<file path="src/rtl/sbs_pkg.sv">
package sbs_pkg;
    typedef enum logic {
        SBS_RX = 1'b0,
        SBS_TX = 1'b1
    } sbs_dir_e;
endpackage

</file>
<file path="src/rtl/sbs_capture.sv">
module sbs_capture #(
    parameter int CNT_W     = 16,
    parameter int BIT_TICKS = 80,
    parameter int PH_W      = 7
) (
    input  logic             clk,
    input  logic             rst,
    input  logic             rx_line,
    input  logic             cap_arm,
    output logic             cap_valid,
    output logic [CNT_W-1:0] cap_time,
    output logic [PH_W-1:0]  phase
);
    localparam logic [PH_W-1:0] PH_LAST = PH_W'(BIT_TICKS - 1);

    typedef struct packed {
        logic [CNT_W-1:0] tick;
        logic             prev;
        logic             armed;
        logic             valid;
        logic [CNT_W-1:0] stamp;
        logic [PH_W-1:0]  phase;
    } cap_state_t;

    cap_state_t s_q, s_d;

    always_comb begin
        s_d       = s_q;
        s_d.tick  = s_q.tick + 1'b1;
        s_d.prev  = rx_line;
        s_d.phase = (s_q.phase == PH_LAST) ? '0 : s_q.phase + 1'b1;
        if (cap_arm) begin
            s_d.armed = 1'b1;
            s_d.valid = 1'b0;
        end else if (s_q.armed && (rx_line != s_q.prev)) begin
            s_d.armed = 1'b0;
            s_d.valid = 1'b1;
            s_d.stamp = s_q.tick;
            s_d.phase = PH_W'(1);
        end
    end

    always_ff @(posedge clk) begin
        if (rst) s_q <= '0;
        else     s_q <= s_d;
    end

    assign cap_valid = s_q.valid;
    assign cap_time  = s_q.stamp;
    assign phase     = s_q.phase;

    assert_capture_needs_arm_R2: assert property (@(posedge clk) disable iff (rst)
        $rose(s_q.valid) |-> ($past(s_q.armed) && (s_q.phase == PH_W'(1))));

    assert_stamp_held_R3: assert property (@(posedge clk) disable iff (rst)
        (s_q.valid && !cap_arm) |=> ($stable(s_q.stamp) && s_q.valid));

    assert_phase_range_R5: assert property (@(posedge clk) disable iff (rst)
        s_q.phase < PH_W'(BIT_TICKS));
endmodule

</file>
<file path="src/rtl/sbs_shifter.sv">
module sbs_shifter
    import sbs_pkg::*;
#(
    parameter int DATA_W    = 8,
    parameter int BIT_TICKS = 80,
    parameter int PH_W      = 7
) (
    input  logic              clk,
    input  logic              rst,
    input  logic [PH_W-1:0]   phase,
    input  logic              cap_valid,
    input  logic              align,
    input  logic              stop,
    input  logic              tx_mode,
    input  logic [DATA_W-1:0] tx_data,
    input  logic              tx_load,
    output logic              tx_room,
    output logic              tx_line,
    input  logic              rx_line,
    output logic [DATA_W-1:0] rx_data,
    output logic              rx_full,
    input  logic              rx_rd,
    output logic              byte_strobe,
    output logic              overrun,
    output logic              underrun
);
    localparam int              BC_W    = $clog2(DATA_W);
    localparam logic [BC_W-1:0] BC_LAST = BC_W'(DATA_W - 1);
    localparam logic [PH_W-1:0] PH_MID  = PH_W'(BIT_TICKS / 2);

    typedef struct packed {
        logic              active;
        sbs_dir_e          dir;
        logic [BC_W-1:0]   bitcnt;
        logic [DATA_W-1:0] shreg;
        logic              sending;
        logic              line;
        logic [DATA_W-1:0] hold;
        logic              hold_full;
        logic [DATA_W-1:0] rxd;
        logic              rxf;
        logic              ovr;
        logic              und;
        logic              strobe;
    } sh_state_t;

    sh_state_t s_q, s_d;

    always_comb begin
        s_d        = s_q;
        s_d.strobe = 1'b0;
        if (rx_rd) s_d.rxf = 1'b0;
        if (tx_load && !s_q.hold_full) begin
            s_d.hold      = tx_data;
            s_d.hold_full = 1'b1;
        end
        if (stop) begin
            s_d.active  = 1'b0;
            s_d.bitcnt  = '0;
            s_d.sending = 1'b0;
            s_d.line    = 1'b0;
        end else if (align && cap_valid) begin
            s_d.active  = 1'b1;
            s_d.dir     = tx_mode ? SBS_TX : SBS_RX;
            s_d.bitcnt  = '0;
            s_d.sending = 1'b0;
            s_d.line    = 1'b0;
            s_d.ovr     = 1'b0;
            s_d.und     = 1'b0;
        end else if (s_q.active) begin
            if ((s_q.dir == SBS_RX) && (phase == PH_MID)) begin
                s_d.shreg = {s_q.shreg[DATA_W-2:0], rx_line};
                if (s_q.bitcnt == BC_LAST) begin
                    s_d.bitcnt = '0;
                    s_d.rxd    = {s_q.shreg[DATA_W-2:0], rx_line};
                    s_d.strobe = 1'b1;
                    if (s_q.rxf && !rx_rd) s_d.ovr = 1'b1;
                    s_d.rxf = 1'b1;
                end else begin
                    s_d.bitcnt = s_q.bitcnt + 1'b1;
                end
            end
            if ((s_q.dir == SBS_TX) && (phase == '0)) begin
                if (s_q.bitcnt == '0) begin
                    if (s_q.sending) s_d.strobe = 1'b1;
                    if (s_q.hold_full) begin
                        s_d.shreg     = {s_q.hold[DATA_W-2:0], 1'b0};
                        s_d.line      = s_q.hold[DATA_W-1];
                        s_d.hold_full = 1'b0;
                        s_d.sending   = 1'b1;
                        s_d.bitcnt    = BC_W'(1);
                    end else begin
                        s_d.line    = 1'b0;
                        s_d.sending = 1'b0;
                        s_d.und     = 1'b1;
                    end
                end else begin
                    s_d.line   = s_q.shreg[DATA_W-1];
                    s_d.shreg  = {s_q.shreg[DATA_W-2:0], 1'b0};
                    s_d.bitcnt = (s_q.bitcnt == BC_LAST) ? '0 : s_q.bitcnt + 1'b1;
                end
            end
        end
    end

    always_ff @(posedge clk) begin
        if (rst) s_q <= '0;
        else     s_q <= s_d;
    end

    assign tx_room     = !s_q.hold_full;
    assign tx_line     = s_q.line;
    assign rx_data     = s_q.rxd;
    assign rx_full     = s_q.rxf;
    assign byte_strobe = s_q.strobe;
    assign overrun     = s_q.ovr;
    assign underrun    = s_q.und;

    assert_rx_strobe_midbit_R5: assert property (@(posedge clk) disable iff (rst)
        (s_q.strobe && s_q.dir == SBS_RX) |-> ($past(phase) == PH_MID));

    assert_rx_full_with_strobe_R5: assert property (@(posedge clk) disable iff (rst)
        $rose(s_q.rxf) |-> s_q.strobe);

    assert_overrun_needs_full_R6: assert property (@(posedge clk) disable iff (rst)
        $rose(s_q.ovr) |-> ($past(s_q.rxf) && s_q.strobe));

    assert_underrun_line_low_R9: assert property (@(posedge clk) disable iff (rst)
        $rose(s_q.und) |-> !s_q.line);

    assert_idle_line_low_R11: assert property (@(posedge clk) disable iff (rst)
        (!s_q.active || s_q.dir == SBS_RX) |-> !s_q.line);
endmodule

</file>
<file path="src/rtl/sbs_edge_serializer.sv">
module sbs_edge_serializer #(
    parameter int CNT_W     = 16,
    parameter int DATA_W    = 8,
    parameter int BIT_TICKS = 80
) (
    input  logic              clk,
    input  logic              rst,
    input  logic              rx_line,
    input  logic              cap_arm,
    input  logic              align,
    input  logic              stop,
    input  logic              tx_mode,
    input  logic [DATA_W-1:0] tx_data,
    input  logic              tx_load,
    output logic              tx_room,
    output logic              tx_line,
    output logic [DATA_W-1:0] rx_data,
    output logic              rx_full,
    input  logic              rx_rd,
    output logic              byte_strobe,
    output logic              overrun,
    output logic              underrun,
    output logic              cap_valid,
    output logic [CNT_W-1:0]  cap_time
);
    localparam int PH_W = $clog2(BIT_TICKS);

    logic [PH_W-1:0] phase;

    sbs_capture #(.CNT_W(CNT_W), .BIT_TICKS(BIT_TICKS), .PH_W(PH_W)) u_capture (
        .clk       (clk),
        .rst       (rst),
        .rx_line   (rx_line),
        .cap_arm   (cap_arm),
        .cap_valid (cap_valid),
        .cap_time  (cap_time),
        .phase     (phase)
    );

    sbs_shifter #(.DATA_W(DATA_W), .BIT_TICKS(BIT_TICKS), .PH_W(PH_W)) u_shifter (
        .clk         (clk),
        .rst         (rst),
        .phase       (phase),
        .cap_valid   (cap_valid),
        .align       (align),
        .stop        (stop),
        .tx_mode     (tx_mode),
        .tx_data     (tx_data),
        .tx_load     (tx_load),
        .tx_room     (tx_room),
        .tx_line     (tx_line),
        .rx_line     (rx_line),
        .rx_data     (rx_data),
        .rx_full     (rx_full),
        .rx_rd       (rx_rd),
        .byte_strobe (byte_strobe),
        .overrun     (overrun),
        .underrun    (underrun)
    );
endmodule

</file>
<file path="config.mk">
export PLATFORM = sky130hd
export DESIGN_NAME = sbs_edge_serializer
export DESIGN_NICKNAME = d
export VERILOG_FILES = /design/src/rtl/sbs_pkg.sv /design/src/rtl/sbs_capture.sv /design/src/rtl/sbs_shifter.sv /design/src/rtl/sbs_edge_serializer.sv
export SDC_FILE = /design/constraint.sdc
export NUM_CORES = 1
export LEC_CHECK = 0
export ABC_CLOCK_PERIOD_IN_PS = 1900
export BUFFER_PORTS_ARGS = -buffer_cell sky130_fd_sc_hd__buf_2
export CORE_AREA = 4 4 83 85
export CTS_BUF_LIST = sky130_fd_sc_hd__clkbuf_4
export CTS_CLUSTER_SIZE = 30
export DETAILED_ROUTE_END_ITERATION = 8
export DIE_AREA = 0 0 87 89
export PLACE_DENSITY = 0.83
export SLEW_MARGIN = 0
export SYNTH_ARGS = -nofsm -noshare
export SYNTH_HDL_FRONTEND = slang
export SYNTH_HIERARCHICAL = 1
export SYNTH_SLANG_ARGS = --single-unit
</file>
<file path="constraint.sdc">
create_clock -name clk -period 1.9 [get_ports clk]
set_input_delay 0.19 -clock clk [delete_from_list [all_inputs] [get_ports clk]]
set_output_delay 0.19 -clock clk [all_outputs]
set_load 0.02 [all_outputs]
</file>
==> flow_metrics.env, run 1 <==
export IMPL_grt_start_max_net_pins=49
export IMPL_relSlewSlack=0.5356
export IMPL_path_cells="inv_1, ha_1, nor2b_2, and4_1, a21oi_1, a41o_1"
export IMPL_synth_adder_area_share=0.02093
export IMPL_synthesis_nets=423
export IMPL_pre_cts_slack_ps=318.4
export IMPL_synthMuxAreaShare=0.007325
export IMPL_synth_simple_gate_area_frac=0.2456
export IMPL_layout_drive_gt1_share=0.2103
export IMPL_vias_per_cell=5.640
export IMPL_grt_pass1_wl_um=12440
export IMPL_end_kind="flip-flop"
export IMPL_start_util=0.5781
export IMPL_dr_pass1_iters=4
export IMPL_ys_seq_area_frac=0.4353
export IMPL_ctsHtreeMaxLevel=3
export IMPL_grt_usage=0.2026
export IMPL_worst_hold_slack_ps=26.92
export IMPL_cts_resized=0
export IMPL_period_share=0.8483
export IMPL_cp_num_buf_inv=1
export IMPL_synth_compound_area_frac=0.1566
export IMPL_path_clk_slew_ps=130
export IMPL_fmaxAchievable_ghz=0.6204
export IMPL_die_area_um2=7743
export IMPL_routed_wl_um=7356
export IMPL_slew_violations=0
export IMPL_numCtsBuffers=9
export IMPL_peakVddDrop_mv=0.5908
export IMPL_cp_slowest_cell="dfxtp_1"
export IMPL_clk_latency_ps=410
export IMPL_maxCapViolCount=0
export IMPL_synth_xor_area_share=0.04151
export IMPL_cts_buffer_depth=2
export IMPL_finalSetupViolCount=0
export IMPL_fp_coreArea_um2=6205
export IMPL_fp_dieW_um=87
export IMPL_final_common_cell="dfxtp_1"
export IMPL_hp_class="input pin to flip-flop"
export IMPL_crit_fanout=5
export IMPL_synthFlopType="dfxtp_1"
export IMPL_drc=0
export IMPL_pin_count=48
export IMPL_antenna_found_initial=0
export IMPL_rsz0062_at_grt="no"
export IMPL_grt_overflow_total=0
export IMPL_tightest_slew_ps=692.4
export IMPL_fin_ws_ps=288.3
export IMPL_ys_warn_count=6
export IMPL_clock_sinks=78
export IMPL_utilization=0.6342
export IMPL_synth_edf_count=0
export IMPL_status="completed"
export IMPL_port_buffers=47
export IMPL_synthArstFlopShare=0
export IMPL_skew_ps=12.91
export IMPL_crit_type="flip-flop to flip-flop"
export IMPL_synthToLayoutAreaGrowth_pct=9.696
export IMPL_rows=29
export IMPL_cp_start_kind="flip-flop"
export IMPL_power_density_nw_per_um2=798.6
export IMPL_cts_tree="done"
export IMPL_wl_per_cell_um=14.57
export IMPL_crit_path_max_incr_delay_ps=360
export IMPL_clock_root_buffer="clkbuf_4"
export IMPL_report_power_total_uw=3143
export IMPL_syn_inst=400
export IMPL_hold_viol=0
export IMPL_vias=2848
export IMPL_required_ps=2220
export IMPL_leakage_uw=0.001494
export IMPL_finalCriticalPeriod_ps=1612
export IMPL_drt_first_iter_violations=130
export IMPL_dieHeight_um=89
export IMPL_synth_top_family_by_area="simple AND/OR/NAND/NOR gates"
export IMPL_grt_pass1_vias=2690
export IMPL_tns_ps=0
export IMPL_diodes=0
export IMPL_synth_cell_type_count=56
export IMPL_syn_avg_cell_area_um2=8.968
export IMPL_fin_nets=446
export IMPL_ant_nets=0
export IMPL_finalWeightedCongestion=0.8685
export IMPL_most_common_layout_cells="78 x dfxtp_1, 59 x nand2_1, 47 x buf_2"
export IMPL_cp_top_family="simple AND/OR/NAND/NOR gates"
export IMPL_synthesis_area_um2=3587
export IMPL_crit_arrival_ps=1940
export IMPL_hpwlAfterDp_um=5179
export IMPL_synth_seq_cells=78
==> cell families (layout without fill, tap and decap cells) <==
family	count (synthesis)	after routing
DFF	78	78
and+or+nand+nor	156	156
adders and majority gates	6	6
xor gates and xnor gates	17	17
AOI/OAI and AO/OA	87	87
muxes	2	2
buffers and inverters	54	82
==> registers in the layout, indices dropped and copies added, names as in the netlist, 7 cells and up <==
register	cells
u_capture/cap_time	16
u_capture/phase	7
u_shifter/rx_data	8
u_capture/s_q	18
u_shifter/s_q	23
==> tightest hold or removal path, delay by kind of cell <==
family / cells / cell delay [ps]
buffers and inverters: 1 / 90
AO/OA/AOI/OAI: 1 / 60
AND/OR/NAND/NOR: 1 / 60
==> area by class of cell <==
class / instances / area [um2]
fillers: 509 / 2270
clock inverters: 7 / 121.4
flip-flops and latches: 78 / 1562
repair buffers: 60 / 367.9
clock buffers: 9 / 67.56
multi-input cells: 268 / 1698
inverters: 6 / 22.52
well taps: 77 / 96.34
==> path summary, 6_finish.rpt <==
kind	start	endpoint	slack (ps)	cells after the start
setup / recovery	u_shifter/s_q[31]	u_shifter/s_q[22]	290	6
hold / removal	tx_data[4]	u_shifter/s_q[17]	30	3
setup reg to reg	u_shifter/s_q[31]	u_shifter/s_q[22]	290	6
hold reg to reg	u_capture/cap_time[2]	u_capture/cap_time[2]	460	2
==> repair_timing <==
item,4_1_cts,5_1_grt
setup endpoints to repair,0,0
hold buffers,9,0
setup buffers,0,0
endpoints found under the hold margin,9,0
==> per-layer routing <==
layer	track usage	vias to the layer above	part of all wire
met1	0.2446	1367	0.43
met2	0.3568	55	0.52
met3	0.03318	9	0.038
li1	-	1417	-
met4	0.08640	0	0.014
met5	0	-	0
==> where the power goes <==
group | total, uW | switching, uW | internal, uW
Sequential | 1690 | 28.8 | 1660
Combinational | 183 | 104 | 78.8
Clock | 1270 | 596 | 673
Total | 3140 | 729 | 2410
==> cells in the mapped netlist, types with 2 or more instances <==
library cell | number | area [um2]
o21ai_4 | 2 | 32.53
xnor2_1 | 12 | 105.1
a21oi_1 | 44 | 220.2
inv_1 | 6 | 22.52
nand3_1 | 16 | 80.08
nor2b_1 | 7 | 43.79
nand2_1 | 59 | 221.5
a22oi_1 | 7 | 52.55
xor2_1 | 5 | 43.79
nor2_1 | 24 | 90.09
nor4_1 | 3 | 18.77
dfxtp_1 | 78 | 1562
nor3b_1 | 4 | 30.03
clkbuf_1 | 10 | 37.54
buf_2 | 5 | 25.02
nand4_1 | 3 | 18.77
buf_4 | 33 | 247.7
nor3b_2 | 2 | 25.02
nor3_1 | 9 | 45.04
or3_1 | 3 | 18.77
nor3_4 | 2 | 32.53
and3_1 | 4 | 25.02
a211oi_1 | 2 | 15.01
and2_1 | 2 | 12.51
ha_1 | 6 | 75.07
o21ai_0 | 14 | 70.07
o2bb2ai_1 | 8 | 70.07
nand3b_1 | 2 | 15.01
==> per-stage QoR <==
stage	area, um2	cells
floorplan	3587	400
global placement	3656	480
detailed placement	3656	480
CTS	3935	505
global route	3935	505
finish	3935	505
No activity file was read; power rests on OpenSTA's default activity.
==> inputs of run 2 (changes only) <==
--- a/config.mk
+++ b/config.mk
@@ -5,14 +5,14 @@
 export SDC_FILE = /design/constraint.sdc
 export NUM_CORES = 1
 export LEC_CHECK = 0
-export ABC_CLOCK_PERIOD_IN_PS = 1900
+export ABC_CLOCK_PERIOD_IN_PS = 1300
 export BUFFER_PORTS_ARGS = -buffer_cell sky130_fd_sc_hd__buf_2
-export CORE_AREA = 4 4 83 85
+export CORE_AREA = 4 4 87 89
 export CTS_BUF_LIST = sky130_fd_sc_hd__clkbuf_4
 export CTS_CLUSTER_SIZE = 30
 export DETAILED_ROUTE_END_ITERATION = 8
-export DIE_AREA = 0 0 87 89
-export PLACE_DENSITY = 0.83
+export DIE_AREA = 0 0 91 93
+export PLACE_DENSITY = 0.8
 export SLEW_MARGIN = 0
 export SYNTH_ARGS = -nofsm -noshare
 export SYNTH_HDL_FRONTEND = slang
==> constraint.sdc (replaced) <==
create_clock -name clk -period 1.3 [get_ports clk]
set_input_delay 0.13 -clock clk [delete_from_list [all_inputs] [get_ports clk]]
set_output_delay 0.13 -clock clk [all_outputs]
set_load 0.02 [all_outputs]
==> run 2 against run 1 <==
Against the previous run:
- the flow now finishes with violations (negative setup slack)
- die area increased by 9.3%
- worst setup slack lost 580 ps
- sequential cell count is the same
- hold slack got worse by 3.3 ps
- first-iteration DRC count is 8.5% higher
- critical endpoint is now u_shifter/byte_strobe
==> flow_metrics.env, run 2 (synthesis gave the netlist of run 1 again) <==
export IMPL_rows=30
export IMPL_drt_first_iter_violations=141
export IMPL_cp_slowest_cell="nor3b_2"
export IMPL_path_cells="buf_4, nor3b_2, and4_4, a32oi_1, nor4_2"
export IMPL_drc=0
export IMPL_finalSetupViolCount=29
export IMPL_fill_cells=470
export IMPL_critical_path_startpoint="u_capture/phase[3]"
export IMPL_layout_drive_gt1_share=0.4558
export IMPL_crit_type="flip-flop to flip-flop"
export IMPL_grt_overflow_total=0
export IMPL_crit_arrival_ps=1940
export IMPL_relSlewSlack=0.7285
export IMPL_cp_start_kind="flip-flop"
export IMPL_cts_tree="done"
export IMPL_tns_ps=-3918
export IMPL_antenna_found_initial=0
export IMPL_dr_pass1_iters=5
export IMPL_crit_reg2reg_launch="u_capture/phase[3]"
export IMPL_tightest_slew_ps=405.5
export IMPL_grtUsageMet1=0.2429
export IMPL_vias_per_cell=5.600
export IMPL_fin_nets=516
export IMPL_clk_latency_ps=440
export IMPL_leakage_uw=0.001874
export IMPL_peakVddDrop_mv=0.7631
export IMPL_intPower_uw=3211
export IMPL_grt_busiest_layer="met2"
export IMPL_pin_count=48
export IMPL_cts_buffer_depth=2
export IMPL_numCtsBuffers=9
export IMPL_power_density_nw_per_um2=903.6
export IMPL_clock_root_buffer="clkbuf_4"
export IMPL_finalCriticalPeriod_ps=1591
export IMPL_ant_nets=0
export IMPL_vias=3237
export IMPL_slew_violations=0
export IMPL_path_clk_slew_ps=130
export IMPL_skew_ps=13.36
export IMPL_period_share=1.224
export IMPL_finalWeightedCongestion=0.8756
export IMPL_hold_viol=0
export IMPL_ctsHtreeMaxLevel=3
export IMPL_clock_sinks=78
export IMPL_violations="negative setup slack"
export IMPL_synthToLayoutAreaGrowth_pct=34.25
export IMPL_fin_area_um2=4816
export IMPL_grt_usage=0.2091
export IMPL_use_met2=0.3685
export IMPL_status="complete, but fails checks"
export IMPL_hp_class="input pin to flip-flop"
export IMPL_crit_fanout=5
export IMPL_diodes=0
export IMPL_min_from="rx_line"
export IMPL_grt_pass1_wl_um=14240
export IMPL_grt_start_max_net_pins=28
export IMPL_gr_usage_met3=0.06195
export IMPL_fp_dieW_um=91
export IMPL_switching_share=0.2620
export IMPL_die_area_um2=8463
export IMPL_grt_pass1_vias=3012
export IMPL_largest_reg_flops=23
export IMPL_wl_per_cell_um=16.58
export IMPL_maxCapViolCount=0
export IMPL_required_ps=1640
export IMPL_utilization=0.7128
export IMPL_dpl_instance_area_um2=4099
export IMPL_dieHeight_um=93
export IMPL_end_kind="flip-flop"
export IMPL_p_seq_frac=0.569
export IMPL_fp_coreArea_um2=6756
export IMPL_hpwlAfterDp_um=5902
export IMPL_most_common_layout_cells="62 x buf_4, 57 x nand2_1, 53 x dfxtp_1"
export IMPL_final_common_cell="buf_4"
export IMPL_port_buffers=47
export IMPL_crit_path_max_incr_delay_ps=370
export IMPL_routed_wl_um=9586
export IMPL_fin_ws_ps=-291.1
export IMPL_clkPwrFrac=0.338
export IMPL_p_comb_frac=0.094
export IMPL_fmaxAchievable_ghz=0.6285
export IMPL_power_switching_uw=1140
export IMPL_rsz0062_at_grt="yes"
export IMPL_start_util=0.5309
export IMPL_top_register="u_shifter/s_q"
run 2: changes by cell type in the layout (fill, tap and decap cells not counted), sizes merged:
| cell | change |
|---|---|
| dlygate4sd3 | +1 |
| bufinv | -2 |
| clkbuf | +1 |
| clkinvlp | +2 |
| buf | +67 |
| o21ai | +1 |
run 2: per-layer routing:
metal | share of wire | vias to the layer above
met4 | 0.018 | 0
met1 | 0.41 | 1549
li1 | - | 1552
met5 | 0 | -
met2 | 0.51 | 115
met3 | 0.059 | 21
run 2: power groups by stage:
stage,combinational (uW),sequential [uW],clock (uW)
after floorplan,206,2510,0
after global placement,303,2520,0
after detailed placement,312,2520,0
after CTS,356,2470,1490
after global routing,441,2480,1590
final,407,2480,1470
run 2: path summary, 6_finish.rpt:
check | endpoint | slack, ps | depth (start not counted)
max | u_shifter/byte_strobe | -290 | 5
min | u_capture/s_q[25] | 20 | 2
min reg2reg | u_capture/cap_time[9] | 460 | 2
max reg2reg | u_shifter/byte_strobe | -290 | 5
run 2: critical path: cells and delay by family (launching register included):
| kind | cells | cell delay [ps] |
|---|---|---|
| flip-flops | 1 | 360 |
| AND/OR/NAND/NOR | 3 | 920 |
| AO/OA/AOI/OAI | 1 | 90 |
| buffers and inverters | 1 | 150 |
run 2: what timing repair did:
action,in CTS,in global routing
endpoints found under the setup margin,36,55
cloned,1,2
buffers inserted,8,9
hold buffers,10,0
pin swaps,15,18
endpoints found under the hold margin,11,0
resized for setup,37,49
run 2: metrics by stage:
| step | setup WS (ps) | hold slack [ps] | instances | total power, uW |
|---|---|---|---|---|
| 3_5_place_dp | -170.5 | 358.4 | 532 | 2831 |
| 4_1_cts | -132.9 | 0.5428 | 567 | 4311 |
| 5_1_grt | -322.2 | 4.472 | 578 | 4512 |
| 2_1_floorplan | -109.7 | 209.3 | 400 | 2714 |
| 3_3_place_gp | -89.07 | 353.1 | 532 | 2819 |
| 6_report | -291.1 | 23.57 | 578 | 4352 |
run 2: final cells by class:
cell class                 count  area, um2  share of cell area
multi-input combinational    269       1997              0.4147
sequential                    78       1613              0.3349
timing repair buffer         129      942.2              0.1956
tap                           80      100.1             0.02078
clock inverter                 7      73.82             0.01533
clock buffer                   9      67.56             0.01403
inverter                       6      22.52            0.004677
